<file path="src/rtl/otg_tmr_pkg.sv">
package otg_tmr_pkg;
    typedef enum logic [0:0] {
        ST_IDLE  = 1'b0,
        ST_ARMED = 1'b1
    } tmr_state_e;
endpackage

</file>
<file path="src/rtl/otg_tmr_reg.sv">
// Holds the readable control word: loaded by writes, cleared at expiry.
module otg_tmr_reg #(
    parameter int DATA_W = 32
) (
    input  logic              clk,
    input  logic              rst_n,
    input  logic              wr_en,
    input  logic [DATA_W-1:0] wr_data,
    input  logic              clr,
    output logic [DATA_W-1:0] q
);
    always_ff @(posedge clk or negedge rst_n) begin
        if (!rst_n) begin
            q <= '0;
        end else if (wr_en) begin
            q <= wr_data;
        end else if (clr) begin
            q <= '0;
        end
    end
endmodule

</file>
<file path="src/rtl/otg_tmr_cnt.sv">
// Private down-counter, kept separate from the readable word.
module otg_tmr_cnt #(
    parameter int CNT_W = 27
) (
    input  logic             clk,
    input  logic             rst_n,
    input  logic             load,
    input  logic [CNT_W-1:0] load_val,
    input  logic             dec,
    output logic             zero
);
    logic [CNT_W-1:0] cnt_q;

    always_ff @(posedge clk or negedge rst_n) begin
        if (!rst_n) begin
            cnt_q <= '0;
        end else if (load) begin
            cnt_q <= load_val;
        end else if (dec && (cnt_q != '0)) begin
            cnt_q <= cnt_q - 1'b1;
        end
    end

    assign zero = (cnt_q == '0);
endmodule

</file>
<file path="src/rtl/otg_tmr_fsm.sv">
// Control state machine: IDLE / ARMED, with a registered expiry strobe.
module otg_tmr_fsm
    import otg_tmr_pkg::*;
(
    input  logic clk,
    input  logic rst_n,
    input  logic wr_en,
    input  logic wr_arm,
    input  logic cnt_zero,
    output logic load,
    output logic dec,
    output logic expire,
    output logic timeout
);
    tmr_state_e state_q, state_d;

    always_ff @(posedge clk or negedge rst_n) begin
        if (!rst_n) begin
            state_q <= ST_IDLE;
        end else begin
            state_q <= state_d;
        end
    end

    always_comb begin
        state_d = state_q;
        unique case (state_q)
            ST_IDLE: begin
                if (wr_en && wr_arm) begin
                    state_d = ST_ARMED;         // arm write
                end
            end
            ST_ARMED: begin
                if (wr_en) begin
                    state_d = wr_arm ? ST_ARMED : ST_IDLE;  // re-arm / cancel
                end else if (cnt_zero) begin
                    state_d = ST_IDLE;          // expiry
                end
            end
            default: state_d = ST_IDLE;
        endcase
    end

    always_comb begin
        load   = wr_en && wr_arm;
        dec    = 1'b0;
        expire = 1'b0;
        unique case (state_q)
            ST_IDLE:  ;
            ST_ARMED: begin
                dec    = !wr_en;
                expire = !wr_en && cnt_zero;
            end
            default:  ;
        endcase
    end

    always_ff @(posedge clk or negedge rst_n) begin
        if (!rst_n) begin
            timeout <= 1'b0;
        end else begin
            timeout <= expire;
        end
    end
endmodule

</file>
<file path="src/rtl/otg_oneshot_timer.sv">
module otg_oneshot_timer #(
    parameter int DATA_W = 32,
    parameter int CNT_W  = 27,
    parameter int EN_BIT = 31
) (
    input  logic              clk,
    input  logic              rst_n,
    input  logic              wr_en,
    input  logic [DATA_W-1:0] wr_data,
    output logic [DATA_W-1:0] rd_data,
    output logic              timeout
);
    localparam int CNT_MSB = CNT_W - 1;

    logic load, dec, expire, cnt_zero;

    otg_tmr_fsm u_fsm (
        .clk      (clk),
        .rst_n    (rst_n),
        .wr_en    (wr_en),
        .wr_arm   (wr_data[EN_BIT]),
        .cnt_zero (cnt_zero),
        .load     (load),
        .dec      (dec),
        .expire   (expire),
        .timeout  (timeout)
    );

    otg_tmr_cnt #(.CNT_W(CNT_W)) u_cnt (
        .clk      (clk),
        .rst_n    (rst_n),
        .load     (load),
        .load_val (wr_data[CNT_MSB:0]),
        .dec      (dec),
        .zero     (cnt_zero)
    );

    otg_tmr_reg #(.DATA_W(DATA_W)) u_reg (
        .clk     (clk),
        .rst_n   (rst_n),
        .wr_en   (wr_en),
        .wr_data (wr_data),
        .clr     (expire),
        .q       (rd_data)
    );
endmodule

</file>
<file path="config.mk">
export PLATFORM = sky130hd
export DESIGN_NAME = otg_oneshot_timer
export DESIGN_NICKNAME = d
export VERILOG_FILES = /design/src/rtl/otg_tmr_pkg.sv /design/src/rtl/otg_tmr_reg.sv /design/src/rtl/otg_tmr_cnt.sv /design/src/rtl/otg_tmr_fsm.sv /design/src/rtl/otg_oneshot_timer.sv
export SDC_FILE = /design/constraint.sdc
export NUM_CORES = 1
export LEC_CHECK = 0
export ABC_CLOCK_PERIOD_IN_PS = 3100
export BUFFER_PORTS_ARGS = -buffer_cell sky130_fd_sc_hd__buf_2
export CORE_MARGIN = 5
export CORE_UTILIZATION = 42
export CTS_CLUSTER_SIZE = 16
export DETAILED_ROUTE_END_ITERATION = 7
export PLACE_DENSITY = 0.61
export SLEW_MARGIN = 20
export SYNTH_ARGS = -nofsm -noshare
export SYNTH_HDL_FRONTEND = slang
export SYNTH_SLANG_ARGS = --single-unit
</file>
<file path="constraint.sdc">
create_clock -name clk -period 3.1 [get_ports clk]
set_clock_uncertainty 0.05 [all_clocks]
set_input_delay 0 -clock clk [delete_from_list [all_inputs] [get_ports clk]]
set_output_delay 0 -clock clk [all_outputs]
set_load 0.1 [all_outputs]
</file>
==> impl_results.rst <==
.. list-table::
   :header-rows: 1

   * - Metric
     - Value
   * - Result of the run
     - finished clean
   * - Top FF cell, synth
     - sky130_fd_sc_hd__dfrtp_1
   * - Maximum clock path buffer count
     - 2
   * - Cell-by-cell listing of the critical path
     - nor4_1 > nand3b_1 > nor4_1 > a31oi_2 > buf_4 > a22o_1
   * - Most common cell after layout, fill and taps aside
     - sky130_fd_sc_hd__buf_2
   * - Met3 global-route usage
     - 3.686%
   * - Total internal power
     - 0.001531 W
   * - Proportion of total power due to net switching
     - 36.28%
   * - Unrepaired setup endpoints after global routing
     - false
   * - Total buffers and inverters traversed by the critical path
     - 1
   * - Via count
     - 2,806
   * - Post-layout total power
     - 0.002402 W
   * - Number of synthesized register bits
     - 61
   * - Inserted Diodes
     - 0
   * - Layout Area Growth over Synthesis
     - 33.73%
   * - Number of DRC markers after the initial detailed-route iteration
     - 116
   * - DP HPWL
     - 5655 um
   * - Die Area
     - 8877 um^2
   * - Sequential-to-total area share from yosys stat
     - 51.24%
   * - Number of distinct standard cells referenced by the synthesized netlist
     - 50
   * - Net count of the mapped netlist
     - 328
   * - Leak Pwr
     - 1.750 nW
   * - Critical path capture point type
     - flop
   * - GR Overflow Total
     - 0
   * - Switching power
     - 0.0008715 W
   * - Wire length of the first global-routing pass
     - 13,930 um
   * - Clock-pin slew reported for the worst setup and hold paths after clock tree synthesis
     - 0.07 ns
   * - Average routed wire per standard cell
     - 16.75 um
   * - Global routing met2 resource utilization
     - 32.86%
   * - Portion of total power attributed to the clock network
     - 33.2%
   * - Relative contribution of combinational cells to total power
     - 25.7%
   * - Count of flip-flops with a built-in enable after synthesis
     - 0
   * - 1st-pass router iterations
     - 4
   * - PwrDens
     - 603.1 nW/um^2
   * - Clock latency on the worst-skew pair
     - 0.34 ns
   * - Number of global-route vias before repair
     - 2,863
   * - Number of buffers inserted by hold repair at cts
     - 32
   * - Vias/cell
     - 5.692
   * - Routability-driven placement congestion ratio
     - 0.9263
   * - TritonCTS clock tree
     - done
   * - Initial Utilization
     - 43.61%
   * - Most congested layer reported by global routing
     - met2
   * - Slew at the pin closest to its max-slew limit
     - 0.7582 ns
   * - Mapped Area
     - 2979 um^2
   * - Proportion of register bits with asynchronous set or reset after synthesis
     - 100.0%
   * - Critical Path Max Stage Delay
     - 0.60 ns
   * - DRC violations left
     - 0
   * - Pin count of the biggest net entering global routing
     - 37
   * - Net count of the finished layout
     - 428
   * - Final worst path period need
     - 2.476 ns
   * - Maximum fanout along the worst path
     - 32
   * - Critical path data required time
     - 3.28 ns
   * - Core box area
     - 6832 um^2
   * - Synth warnings
     - 0
   * - Highest-delay cell along the critical path
     - sky130_fd_sc_hd__nor4_1
   * - CP top delay family
     - simple AND/OR/NAND/NOR gates
   * - # setup viols final
     - 0
   * - Crit path DAT
     - 2.65 ns
   * - Number of buffer cells added on primary ports
     - 67
   * - Max Freq
     - 0.4038 GHz
   * - Antenna violations before repair
     - 0
   * - Worst-case headroom to the max-slew limit
     - 49.45%
   * - Syn_area_per_cell
     - 10.20 um^2
   * - Maximum capacitance violations
     - 0
   * - Clock root buffer master
     - sky130_fd_sc_hd__clkbuf_8
   * - # rows
     - 30
   * - Height of the die
     - 94.22 um
   * - Element type at the critical path start
     - flop
   * - CTS sink count
     - 61
   * - Fraction of layout instances using a drive strength above 1
     - 25.94%
   * - Relative contribution of sequential cells to total power
     - 41.1%
   * - Aggregate negative setup slack
     - 0 ns
   * - Post-route ant nets
     - 0
   * - Max Slew Vio Count
     - 0
   * - Combined global-route utilization of all metal layers
     - 19.94%
   * - Synth Instances
     - 292
   * - Number of top-level pins
     - 68
   * - Cell repeated most along the worst path
     - sky130_fd_sc_hd__nor4_1
   * - Inserted Clock Buffers
     - 9
   * - Setup Fix Bufs, Post-CTS
     - 0
   * - Die outline width
     - 94.22 um
   * - Met1 GRT Util
     - 26.40%
   * - Final Hold Fails
     - 0
   * - Type of the worst setup path
     - flop to flop
   * - Maximum ir drop on the vdd rail
     - 0.2943 mV
   * - Routed Wire Length
     - 8260 um
   * - Number of H-tree branching levels
     - 3
   * - Fill cell count
     - 620
   * - Worst hold-check path type
     - input pin to flop
   * - Most frequent cells in the layout
     - sky130_fd_sc_hd__buf_2 (67), sky130_fd_sc_hd__dfrtp_1 (61), sky130_fd_sc_hd__dlygate4sd3_1 (32), sky130_fd_sc_hd__a22o_1 (31), sky130_fd_sc_hd__nor2_1 (25)
   * - Final period util
     - 79.89%
   * - Post-CTS resize count
     - 0
[synth_stat cells, types with 2 or more instances]
cell	instances	area (um^2)
sky130_fd_sc_hd__a22o_1	31	271.5
sky130_fd_sc_hd__a221oi_1	3	26.28
sky130_fd_sc_hd__nand3_1	11	55.05
sky130_fd_sc_hd__or4_1	13	97.59
sky130_fd_sc_hd__a21oi_1	5	25.02
sky130_fd_sc_hd__nand4_1	6	37.54
sky130_fd_sc_hd__nor4b_1	2	17.52
sky130_fd_sc_hd__a211oi_1	2	15.01
sky130_fd_sc_hd__nor3_1	4	20.02
sky130_fd_sc_hd__clkbuf_1	18	67.56
sky130_fd_sc_hd__and3_1	3	18.77
sky130_fd_sc_hd__mux2i_1	2	20.02
sky130_fd_sc_hd__o31ai_1	5	37.54
sky130_fd_sc_hd__or3_1	7	43.79
sky130_fd_sc_hd__nor3_2	2	20.02
sky130_fd_sc_hd__dfrtp_1	61	1526
sky130_fd_sc_hd__nand2b_1	2	12.51
sky130_fd_sc_hd__nand2_1	23	86.33
sky130_fd_sc_hd__o311ai_0	3	26.28
sky130_fd_sc_hd__o21ai_0	5	25.02
sky130_fd_sc_hd__inv_1	8	30.03
sky130_fd_sc_hd__a31oi_1	13	81.33
sky130_fd_sc_hd__a21boi_0	2	15.01
sky130_fd_sc_hd__o211ai_1	6	45.04
sky130_fd_sc_hd__nor4_1	6	37.54
sky130_fd_sc_hd__nor2_1	25	93.84
[kinds of logic after synthesis]
logic type                 count (synthesis)  share of synthesized area, %
and+or+nand+nor                          116                         22.43
DFF                                       61                         51.24
buffers and inverters                     28                         3.570
AOI/OAI and AO/OA                         82                         21.00
muxes                                      3                         1.050
xor gates and xnor gates                   1                        0.2940
adders and majority gates                  1                        0.4199
[stage by stage]
step,hold WS [ns],cell area [um^2],instances,setup WS (ns),util (%)
after floorplan,-0.3456,2979,292,0.9488,-
after global placement,0.07802,3440,445,0.6579,50.35
after detailed placement,0.07515,3440,445,0.6127,50.35
after CTS,0.03277,3984,493,0.6068,58.32
after global routing,0.06378,3984,493,0.3967,58.32
final,0.04698,3984,493,0.6235,58.32
[final cells by class]
cell class	instances	area [um^2]	share of cell area [%]
tap	96	120.1	3.015
timing repair buffer	109	730.7	18.34
multi-input combinational	203	1353	33.95
sequential	61	1526	38.32
clock buffer	10	137.6	3.455
inverter	8	30.03	0.7538
clock inverter	6	86.33	2.167
[layer usage]
layer | vias to the layer above | wire length (um)
met3 | 10 | 346
met1 | 1392 | 3836
met2 | 67 | 3984
met4 | 0 | 93
li1 | 1337 | -
met5 | - | 0
[power by group through the flow]
| stage | sequential [W] | combinational, W | clock, W |
|---|---|---|---|
| finish | 0.000987 | 0.000617 | 0.000798 |
| global placement | 0.000996 | 0.000584 | 0 |
| floorplan | 0.00124 | 0.000191 | 0 |
| detailed placement | 0.000999 | 0.000591 | 0 |
| global route | 0.00100 | 0.000660 | 0.000849 |
| CTS | 0.000986 | 0.000622 | 0.000811 |
[worst reg2reg max path, stage by stage, from the launching register on]
cell	delay, ns
sky130_fd_sc_hd__dfrtp_1	0.43
sky130_fd_sc_hd__nor4_1	0.60
sky130_fd_sc_hd__nand3b_1	0.23
sky130_fd_sc_hd__nor4_1	0.42
sky130_fd_sc_hd__a31oi_2	0.13
sky130_fd_sc_hd__buf_4	0.26
sky130_fd_sc_hd__a22o_1	0.26
[registers in the layout, indices dropped and copies added, names as in the netlist]
| signal | flops |
|---|---|
| u_reg.q | 32 |
| u_cnt.cnt_q | 27 |
| u_fsm.state_q | 1 |
| u_fsm.timeout | 1 |
[worst paths after layout]
check                                   to       startpoint  slack, ns  cells after the start
setup / recovery               u_reg.q[15]  u_cnt.cnt_q[19]       0.62                      6
hold / removal             u_cnt.cnt_q[12]      wr_data[31]       0.05                      4
setup reg to reg               u_reg.q[15]  u_cnt.cnt_q[19]       0.62                      6
hold reg to reg                u_reg.q[31]      u_reg.q[31]       0.43                      1
max in group asynchronous       u_reg.q[1]            rst_n       1.79                      4
min in group asynchronous  u_cnt.cnt_q[13]            rst_n       0.22                      2
(Power assumes the default switching activity.)
